$ cat config.mk
export PLATFORM = sky130hd
export DESIGN_NAME = wdt_top
export DESIGN_NICKNAME = d
export VERILOG_FILES = /design/src/rtl/wdt_pkg.sv /design/src/rtl/wdt_cfg_reg.sv /design/src/rtl/wdt_countdown.sv /design/src/rtl/wdt_action.sv /design/src/rtl/wdt_top.sv
export SDC_FILE = /design/constraint.sdc
export NUM_CORES = 1
export LEC_CHECK = 0
export ABC_AREA = 0
export BUFFER_PORTS_ARGS = -buffer_cell sky130_fd_sc_hd__buf_4
export CAP_MARGIN = 30
export CORE_MARGIN = 4
export CORE_UTILIZATION = 35
export CTS_BUF_LIST = sky130_fd_sc_hd__clkbuf_16
export CTS_CLUSTER_DIAMETER = 200
export CTS_CLUSTER_SIZE = 14
export DETAILED_ROUTE_END_ITERATION = 8
export GPL_TIMING_DRIVEN = 0
export PLACE_DENSITY = 0.52
export SLEW_MARGIN = 15
export SYNTH_ARGS = -nofsm -noshare
export SYNTH_HDL_FRONTEND = slang
export SYNTH_SLANG_ARGS = --single-unit
$ cat constraint.sdc
create_clock -name clk -period 2.4 [get_ports clk]
set_input_delay 0.6 -clock clk [delete_from_list [all_inputs] [get_ports clk]]
set_output_delay 0.6 -clock clk [all_outputs]
set_load 0.05 [all_outputs]
$ cat src/rtl/wdt_pkg.sv
package wdt_pkg;

    localparam int DATA_W = 8;
    localparam int MULT_W = 5;
    localparam int RES_W  = 2;
    localparam int CNT_W  = 12;

    // Stored byte layout: steer at bit 7, multiplier 6:2, resolution 1:0
    typedef struct packed {
        logic              steer;
        logic [MULT_W-1:0] mult;
        logic [RES_W-1:0]  res;
    } wdt_cfg_t;

    typedef enum logic [1:0] {
        ACT_NONE  = 2'd0,
        ACT_IRQ   = 2'd1,
        ACT_RESET = 2'd2
    } wdt_act_e;

    function automatic wdt_cfg_t wdt_unpack(input logic [DATA_W-1:0] b);
        return wdt_cfg_t'(b);
    endfunction

    // Ticks until expiry: multiplier scaled by four per resolution step
    function automatic logic [CNT_W-1:0] wdt_timeout(input wdt_cfg_t c);
        logic [CNT_W-1:0] m;
        m = CNT_W'(c.mult);
        return m << (2 * c.res);
    endfunction

endpackage

$ cat src/rtl/wdt_cfg_reg.sv
module wdt_cfg_reg
    import wdt_pkg::*;
(
    input  logic              clk,
    input  logic              rst,
    input  logic              wr_en,
    input  logic [DATA_W-1:0] wr_data,
    input  logic              wipe,
    output wdt_cfg_t          cfg,
    output logic [DATA_W-1:0] raw
);

    logic [DATA_W-1:0] store_q;

    always_ff @(posedge clk) begin
        if (rst) begin
            store_q <= '0;
        end else if (wr_en) begin
            store_q <= wr_data;
        end else if (wipe) begin
            store_q <= '0;
        end
    end

    assign raw = store_q;
    assign cfg = wdt_unpack(store_q);

endmodule

$ cat src/rtl/wdt_countdown.sv
module wdt_countdown
    import wdt_pkg::*;
(
    input  logic             clk,
    input  logic             rst,
    input  logic             tick,
    input  logic             load,
    input  logic [CNT_W-1:0] load_val,
    output logic             armed,
    output logic             expire
);

    logic [CNT_W-1:0] cnt_q;
    logic             armed_q;
    logic             last_tick;

    assign last_tick = armed_q && tick && (cnt_q == CNT_W'(1));

    // A kick in the same cycle takes the reload path, so no expiry fires
    assign expire = last_tick && !load;
    assign armed  = armed_q;

    always_ff @(posedge clk) begin
        if (rst) begin
            cnt_q   <= '0;
            armed_q <= 1'b0;
        end else if (load) begin
            cnt_q   <= load_val;
            armed_q <= (load_val != '0);
        end else if (armed_q && tick) begin
            if (last_tick) begin
                cnt_q   <= '0;
                armed_q <= 1'b0;
            end else begin
                cnt_q   <= cnt_q - CNT_W'(1);
            end
        end
    end

endmodule

$ cat src/rtl/wdt_action.sv
module wdt_action
    import wdt_pkg::*;
(
    input  logic clk,
    input  logic rst,
    input  logic expire,
    input  logic steer,
    input  logic wr_en,
    input  logic flag_clr,
    input  logic keep_wr,
    input  logic keep_din,
    output logic wipe,
    output logic wd_flag,
    output logic keep_bit,
    output logic irq,
    output logic rst_req
);

    wdt_act_e act;
    logic     flag_q;
    logic     keep_q;
    logic     irq_q;
    logic     rreq_q;

    always_comb begin
        act = ACT_NONE;
        if (expire) begin
            act = steer ? ACT_RESET : ACT_IRQ;
        end
    end

    assign wipe = (act == ACT_RESET);

    always_ff @(posedge clk) begin
        if (rst) begin
            flag_q <= 1'b0;
            keep_q <= 1'b0;
            irq_q  <= 1'b0;
            rreq_q <= 1'b0;
        end else begin
            irq_q  <= (act == ACT_IRQ);
            rreq_q <= (act == ACT_RESET);
            if (act != ACT_NONE) begin
                flag_q <= 1'b1;
            end else if (wr_en || flag_clr) begin
                flag_q <= 1'b0;
            end
            if (act == ACT_RESET) begin
                keep_q <= 1'b0;
            end else if (keep_wr) begin
                keep_q <= keep_din;
            end
        end
    end

    assign wd_flag  = flag_q;
    assign keep_bit = keep_q;
    assign irq      = irq_q;
    assign rst_req  = rreq_q;

endmodule

$ cat src/rtl/wdt_top.sv
module wdt_top
    import wdt_pkg::*;
(
    input  logic              clk,
    input  logic              rst,
    input  logic              tick,
    input  logic              wr_en,
    input  logic [DATA_W-1:0] wr_data,
    input  logic              rd_en,
    output logic [DATA_W-1:0] rd_data,
    input  logic              flag_clr,
    input  logic              keep_wr,
    input  logic              keep_din,
    output logic              wd_flag,
    output logic              keep_bit,
    output logic              irq,
    output logic              rst_req
);

    wdt_cfg_t         cfg;
    logic             wipe;
    logic             expire;
    logic             armed;
    logic             kick;
    logic [CNT_W-1:0] reload;

    assign kick   = wr_en || rd_en;
    // A write reloads from the new byte; a read alone reloads from the stored one
    assign reload = wr_en ? wdt_timeout(wdt_unpack(wr_data)) : wdt_timeout(cfg);

    wdt_cfg_reg u_cfg (
        .clk     (clk),
        .rst     (rst),
        .wr_en   (wr_en),
        .wr_data (wr_data),
        .wipe    (wipe),
        .cfg     (cfg),
        .raw     (rd_data)
    );

    wdt_countdown u_cnt (
        .clk      (clk),
        .rst      (rst),
        .tick     (tick),
        .load     (kick),
        .load_val (reload),
        .armed    (armed),
        .expire   (expire)
    );

    wdt_action u_act (
        .clk      (clk),
        .rst      (rst),
        .expire   (expire && armed),
        .steer    (cfg.steer),
        .wr_en    (wr_en),
        .flag_clr (flag_clr),
        .keep_wr  (keep_wr),
        .keep_din (keep_din),
        .wipe     (wipe),
        .wd_flag  (wd_flag),
        .keep_bit (keep_bit),
        .irq      (irq),
        .rst_req  (rst_req)
    );

endmodule

=== Yosys cells after proc, flatten, opt, wreduce, memory -nomap -nowiden ===
Cells that the tools add are included.

* Output and inout port bits: 12
* Register bits after elaboration: 25

* Eq/ne operators: 3
* Reduce and logical (&&, ||, !) cells: 15
* Mux-type cells: 13
* Add/sub/neg operators: 1
* Shifts and indexed selects: 2

{| class="wikitable"
|+ Operator list
! cell !! number
|-
| $mux W12 || 4
|-
| $shl A5 B3 Y12 || 2
|-
| $mux W8 || 2
|-
| $eq A12 B1 Y1 const B || 1
|-
| $reduce_bool A12 Y1 || 1
|-
| $sub A12 B1 Y12 const B || 1
|-
| $reduce_bool A2 Y1 || 5
|-
| $mux W1 || 5
|-
| $logic_and A1 B1 Y1 || 4
|-
| $mux W2 || 2
|-
| $eq A2 B1 Y1 const B || 1
|-
| $eq A2 B2 Y1 const B || 1
|-
| $logic_or A1 B1 Y1 || 2
|-
| $reduce_and A2 Y1 || 1
|-
| $reduce_or A2 Y1 || 1
|-
| $logic_not A1 Y1 || 1
|}

=== Logic depth before layout (Yosys ltp) ===
* Word-level depth: 8
* Mapped depth: 7

=== Hierarchy ===
From an unflattened synthesis, not the netlist that was laid out.

* Cell total of the unflattened synthesis: 203
* Area, all modules: 1721.7 um^2

{| class="wikitable"
|+ By module, submodules not included
! module !! instances !! sequential area each (um^2) !! area an instance (um^2) !! cells an instance
|-
| wdt_countdown || 1 || 260.2 || 822.0 || 103
|-
| wdt_cfg_reg || 1 || 160.2 || 437.9 || 44
|-
| wdt_top || 1 || 0.0 || 331.6 || 44
|-
| wdt_action || 1 || 80.1 || 130.1 || 12
|}

=== Worst setup path after synthesis ===
OpenSTA, ideal clock, no wires.

* Path type: in2reg
* From: in wr_data[0]
* To: reg u_cnt.armed_q (netlist: u_cnt.armed)
* Data arrival time: 1.935 ns
* Setup time: 0.120 ns
* Stages on the path: 5
* Required time: 2.280 ns
* Path slack: 0.346 ns
* Path buffers: 1
* Cell sequence: clkbuf_1 -> mux2_2 -> a221o_1 -> nand2b_1 -> o31a_1

* Word-level cells in the longest chain between the ends: 4

{| class="wikitable"
|+ Ends and longest elaborated chain
! what !! line !! source
|-
| start, declared || wdt_top.sv:8 || <nowiki>input logic [DATA_W-1:0] wr_data,</nowiki>
|-
| $shl A5 B3 Y12 || wdt_pkg.sv:29 || <nowiki>return m << (2 * c.res);</nowiki>
|-
| $mux W12 || wdt_top.sv:29 || <nowiki>assign reload = wr_en ? wdt_timeout(wdt_unpack(wr_data)) : wdt_timeout(cfg);</nowiki>
|-
| $reduce_bool A12 Y1 || wdt_countdown.sv:29 || <nowiki>armed_q <= (load_val != '0);</nowiki>
|-
| $mux W1 || wdt_countdown.sv:27 || <nowiki>end else if (load) begin</nowiki>
|-
| end signal, assigned || wdt_countdown.sv:29 ||
|-
| end, declared || wdt_countdown.sv:14 || <nowiki>logic armed_q;</nowiki>
|}

No other way between the ends.
A chain may end at the register's enable or synchronous reset.

=== Worst setup path after layout ===
* From: reg u_cnt.cnt_q[2]
* To: reg u_cnt.cnt_q[5]

* Word-level cells in the longest chain between the ends: 5
* Elaborated cells on any way between the ends: 6

{| class="wikitable"
|+ Ends and longest elaborated chain
! what !! line !! source
|-
| start, declared || wdt_countdown.sv:13 || <nowiki>logic [CNT_W-1:0] cnt_q;</nowiki>
|-
| start signal, assigned || wdt_countdown.sv:28 || <nowiki>cnt_q <= load_val;</nowiki>
|-
| start signal, assigned || wdt_countdown.sv:35 || <nowiki>cnt_q <= cnt_q - CNT_W'(1);</nowiki>
|-
| parallel branches: the longest is 2 deep, another holds $sub A12 B1 Y12 || - ||
|-
| $mux W12 * || wdt_countdown.sv:31 || <nowiki>if (last_tick) begin</nowiki>
|-
| $mux W12 * || wdt_countdown.sv:30 || <nowiki>end else if (armed_q && tick) begin</nowiki>
|-
| $mux W12 * || wdt_countdown.sv:27 ||
|}

Mark *: on every way between the ends. The select of a mux whose other input is x is not followed.

==> impl_metrics.yaml <==
critical_path:
  worstPathRequired_ns: 2.52
  cp_max_fo: 9
  rr_endpoint: "u_cnt.cnt_q[5]$_SDFFE_PP0P_"
  worstReg2RegStart: "u_cnt.cnt_q[2]$_SDFFE_PP0P_"
  path_class: "flip-flop to flip-flop"
  worstSetupEndpointType: "flip-flop"
  worstPathArrival_ns: 2.29
  reg2reg_slack_ns: 0.23
  worstRegToRegCells: 6
  timing.critical_path.from_type: "flip-flop"
placement:
  post-place-ws_ns: 0.00384
  port_buffers: 26
  post_dp_cell_area_um2: 1880
  hpwl_um: 3650
  globalplace.congestion: 0.884
synthesis:
  synth-xor-area-share: 0.00542
  yosys-mux-area-fraction: 0.0658
  synth-seq-area-share: 0.310
  synthesis.yosys.warnings: 0
  synthesis.area_per_instance_um2: 7.89
  ys_types: 50
  synth-simple-area-share: 0.300
  synthFlopType: "sky130_fd_sc_hd__dfxtp_1"
  post_synth_inst_count: 205
  syn_area_um2: 1620
  mappedNetlistNets: 223
  yosys_reg_bits: 25
  synth_enable_flop_cells: 0
  main_combinational_cell_family_by_area_after_synthesis: "simple AND/OR/NAND/NOR gates"
  synth_compound_area_frac: 0.259
  synthArstFlopShare: 0
  synthAdderAreaFrac: 0.0155
finish:
  final_layout_fill_cell_count: 479
  multi_input_comb_area_um2: 1040
  ff_latch_area_um2: 500
  final_layout_size_suffix_gt1_frac: 0.183
  antenna-diode-count: 0
  final_net_count: 254
  postLayoutCellArea_um2: 1960
  syn2layout_area_growth_pct: 21.0
route:
  antenna_violating_nets_post_route: 0
  avgViaCountPerCell: 5.77
  remaining_drcs: 0
  drt-initial-drc-count: 135
  routed_wire_length_per_instance_um: 16.9
  route.vias.total: 1655
  totalWireLength_um: 4860
  firstDrtPassIters: 5
die:
  num_io_pins: 28
  floorplan.initialDensity: 0.366
  floorplan.die.height_um: 76.0
  rows: 24
  fp.coreArea_um2: 4410
  die_w_um: 76.0
  floorplan.die_area_um2: 5770
cts:
  cts_setup_buffers: 0
  cts.clk_slew.worst_paths_ns: 0.06
  cts_inserted_buffers: 3
  cts-htree-levels: 1
  tritoncts: "built"
  cts_max_path_buffers: 2
  clock_latency_ns: 0.26
  cts_hold_buffers: 0
  cts.sink_count: 25
  cts-resized-gates: 0
  cts_root_buffer: "sky130_fd_sc_hd__clkbuf_16"
sta:
  final_number_of_max_transition_violations: 0
  totalNegativeSetupSlack_ns: 0
  tightest_slew_ns: 0.761
  finalHoldViolations: 0
  final.setup.worst_slack_ns: 0.228
  fmax_mhz: 460
  share_of_the_clock_period_used_by_the_worst_path_after_layout: 0.905
  final_critical_period_ns: 2.17
  relSlewSlack: 0.488
  setup-violations-final: 0
  finalClockSkew_ns: 0.00330
  grt_setup_unrepaired: "no"
global_route:
  grt_pass1_wl_um: 8250
  initial_antenna_violation_count: 0
  grt_start_max_net_pins: 14
  grt.total_usage: 0.171
  via_count_of_the_first_global_routing_pass: 1659
  grt_overflow: 0
min_path:
  worst_hold_path_ep: "u_act.wd_flag$_SDFFE_PP0P_"
  whs_path_depth: 2
  min_from: "u_act.wd_flag$_SDFFE_PP0P_"
  timing.hold.worst.class: "flip-flop to flip-flop"
job:
  drv.max_cap_violation_count: 0
outcome:
  run_status: "finished, final reports clean"
power_and_ir_drop:
  irDropWorstVdd_mv: 0.234
  total_power_uw: 1120
  power_density_nw_per_um2: 571
  leak_uw: 0.000743
worst max-delay path: stages, from the launching register on:
cell,delay (ns)
sky130_fd_sc_hd__dfxtp_1,0.30
sky130_fd_sc_hd__clkbuf_1,0.18
sky130_fd_sc_hd__or4_1,0.60
sky130_fd_sc_hd__nor4_4,0.43
sky130_fd_sc_hd__nor2_1,0.21
sky130_fd_sc_hd__a31oi_1,0.21
sky130_fd_sc_hd__a221oi_1,0.11
final cells by class:
| cell class | instances | area share |
|---|---|---|
| multi-input combinational | 162 | 0.533 |
| sequential | 25 | 0.256 |
| timing repair buffer | 26 | 0.0998 |
| clock buffer | 3 | 0.0384 |
| tap | 52 | 0.0333 |
| buffer | 14 | 0.0301 |
| inverter | 4 | 0.00768 |
| clock inverter | 1 | 0.00192 |
cells in the mapped netlist (5+ instances only):
cell,instances,area (µm²)
sky130_fd_sc_hd__a21oi_1,15,75.1
sky130_fd_sc_hd__o21ai_0,8,40.0
sky130_fd_sc_hd__a22o_1,7,61.3
sky130_fd_sc_hd__dfxtp_1,25,500
sky130_fd_sc_hd__mux2i_1,5,50.1
sky130_fd_sc_hd__a221oi_1,6,52.6
sky130_fd_sc_hd__nor2_1,19,71.3
sky130_fd_sc_hd__clkbuf_1,11,41.3
sky130_fd_sc_hd__a31oi_1,5,31.3
sky130_fd_sc_hd__nand2_1,22,82.6
sky130_fd_sc_hd__mux2_2,5,56.3
sky130_fd_sc_hd__nor3_1,7,35.0
sky130_fd_sc_hd__nor2b_1,6,37.5
worst max-delay path by stage:
stage               slack (ns)                         from  cells after the start                           to
floorplan                 0.35                   wr_data[0]                      5     u_cnt.armed$_SDFFE_PP0P_
global placement          0.03                   wr_data[0]                      7     u_cnt.armed$_SDFFE_PP0P_
detailed placement       0.004                   wr_data[0]                      7     u_cnt.armed$_SDFFE_PP0P_
CTS                       0.21  u_cnt.cnt_q[2]$_SDFFE_PP0P_                      6  u_cnt.cnt_q[5]$_SDFFE_PP0P_
global route              0.04  u_cnt.cnt_q[0]$_SDFFE_PP0P_                      7  u_cnt.cnt_q[8]$_SDFFE_PP0P_
finish                    0.23  u_cnt.cnt_q[2]$_SDFFE_PP0P_                      6  u_cnt.cnt_q[5]$_SDFFE_PP0P_
power breakdown:
group | switching, µW | internal, µW
sequential | 28.5 | 438
combinational | 169 | 111
clock | 148 | 223
cells by family after synthesis:
family / Yosys count
XOR/XNOR: 1
flip-flops: 25
AND/OR/NAND/NOR: 89
AO/OA/AOI/OAI: 60
buffers and inverters: 18
multiplexers: 10
adder cells (fa/ha/maj): 2
flip-flops by register name (all words and copies together), names as in the netlist:
register / flops
u_cfg.cfg: 8
u_act.rst_req: 1
u_cnt.armed: 1
u_act.irq: 1
u_act.wd_flag: 1
u_cnt.cnt_q: 12
u_act.keep_bit: 1
routing by layer:
layer | vias up | GRT usage | wire, µm
met5 | - | 0 | 0
met1 | 776 | 0.239 | 2350
met3 | 8 | 0.0308 | 196
met2 | 41 | 0.265 | 2220
met4 | 0 | 0.0569 | 95
li1 | 830 | - | -
metrics by stage:
stage	utilization	std cells	hold slack, ns
3_5_place_dp	0.425	283	0.458
5_1_grt	0.443	287	0.504
2_1_floorplan	-	205	0.474
4_1_cts	0.443	287	0.468
6_report	0.443	287	0.469
3_3_place_gp	0.425	283	0.453
cell usage in the layout, fill, tap and decap left out, types with 3 or more instances in the layout:
cell type,netlist,layout
sky130_fd_sc_hd__buf_4,1,27
sky130_fd_sc_hd__dfxtp_1,25,25
sky130_fd_sc_hd__nand2_1,22,22
sky130_fd_sc_hd__nor2_1,19,19
sky130_fd_sc_hd__a21oi_1,15,15
sky130_fd_sc_hd__clkbuf_1,11,11
sky130_fd_sc_hd__o21ai_0,8,8
sky130_fd_sc_hd__a22o_1,7,7
sky130_fd_sc_hd__nor3_1,7,7
sky130_fd_sc_hd__nor2b_1,6,6
sky130_fd_sc_hd__a221oi_1,6,6
sky130_fd_sc_hd__inv_1,4,5
sky130_fd_sc_hd__mux2_2,5,5
sky130_fd_sc_hd__a31oi_1,5,5
sky130_fd_sc_hd__mux2i_1,5,5
sky130_fd_sc_hd__nor3b_1,4,4
sky130_fd_sc_hd__nand4_1,4,4
sky130_fd_sc_hd__nand2b_1,4,4
sky130_fd_sc_hd__nand3_1,3,3
sky130_fd_sc_hd__a32oi_1,3,3
sky130_fd_sc_hd__or3_1,3,3
sky130_fd_sc_hd__a211oi_1,3,3
sky130_fd_sc_hd__clkbuf_16,0,3
Note: power is estimated with default switching activity, not from simulation.
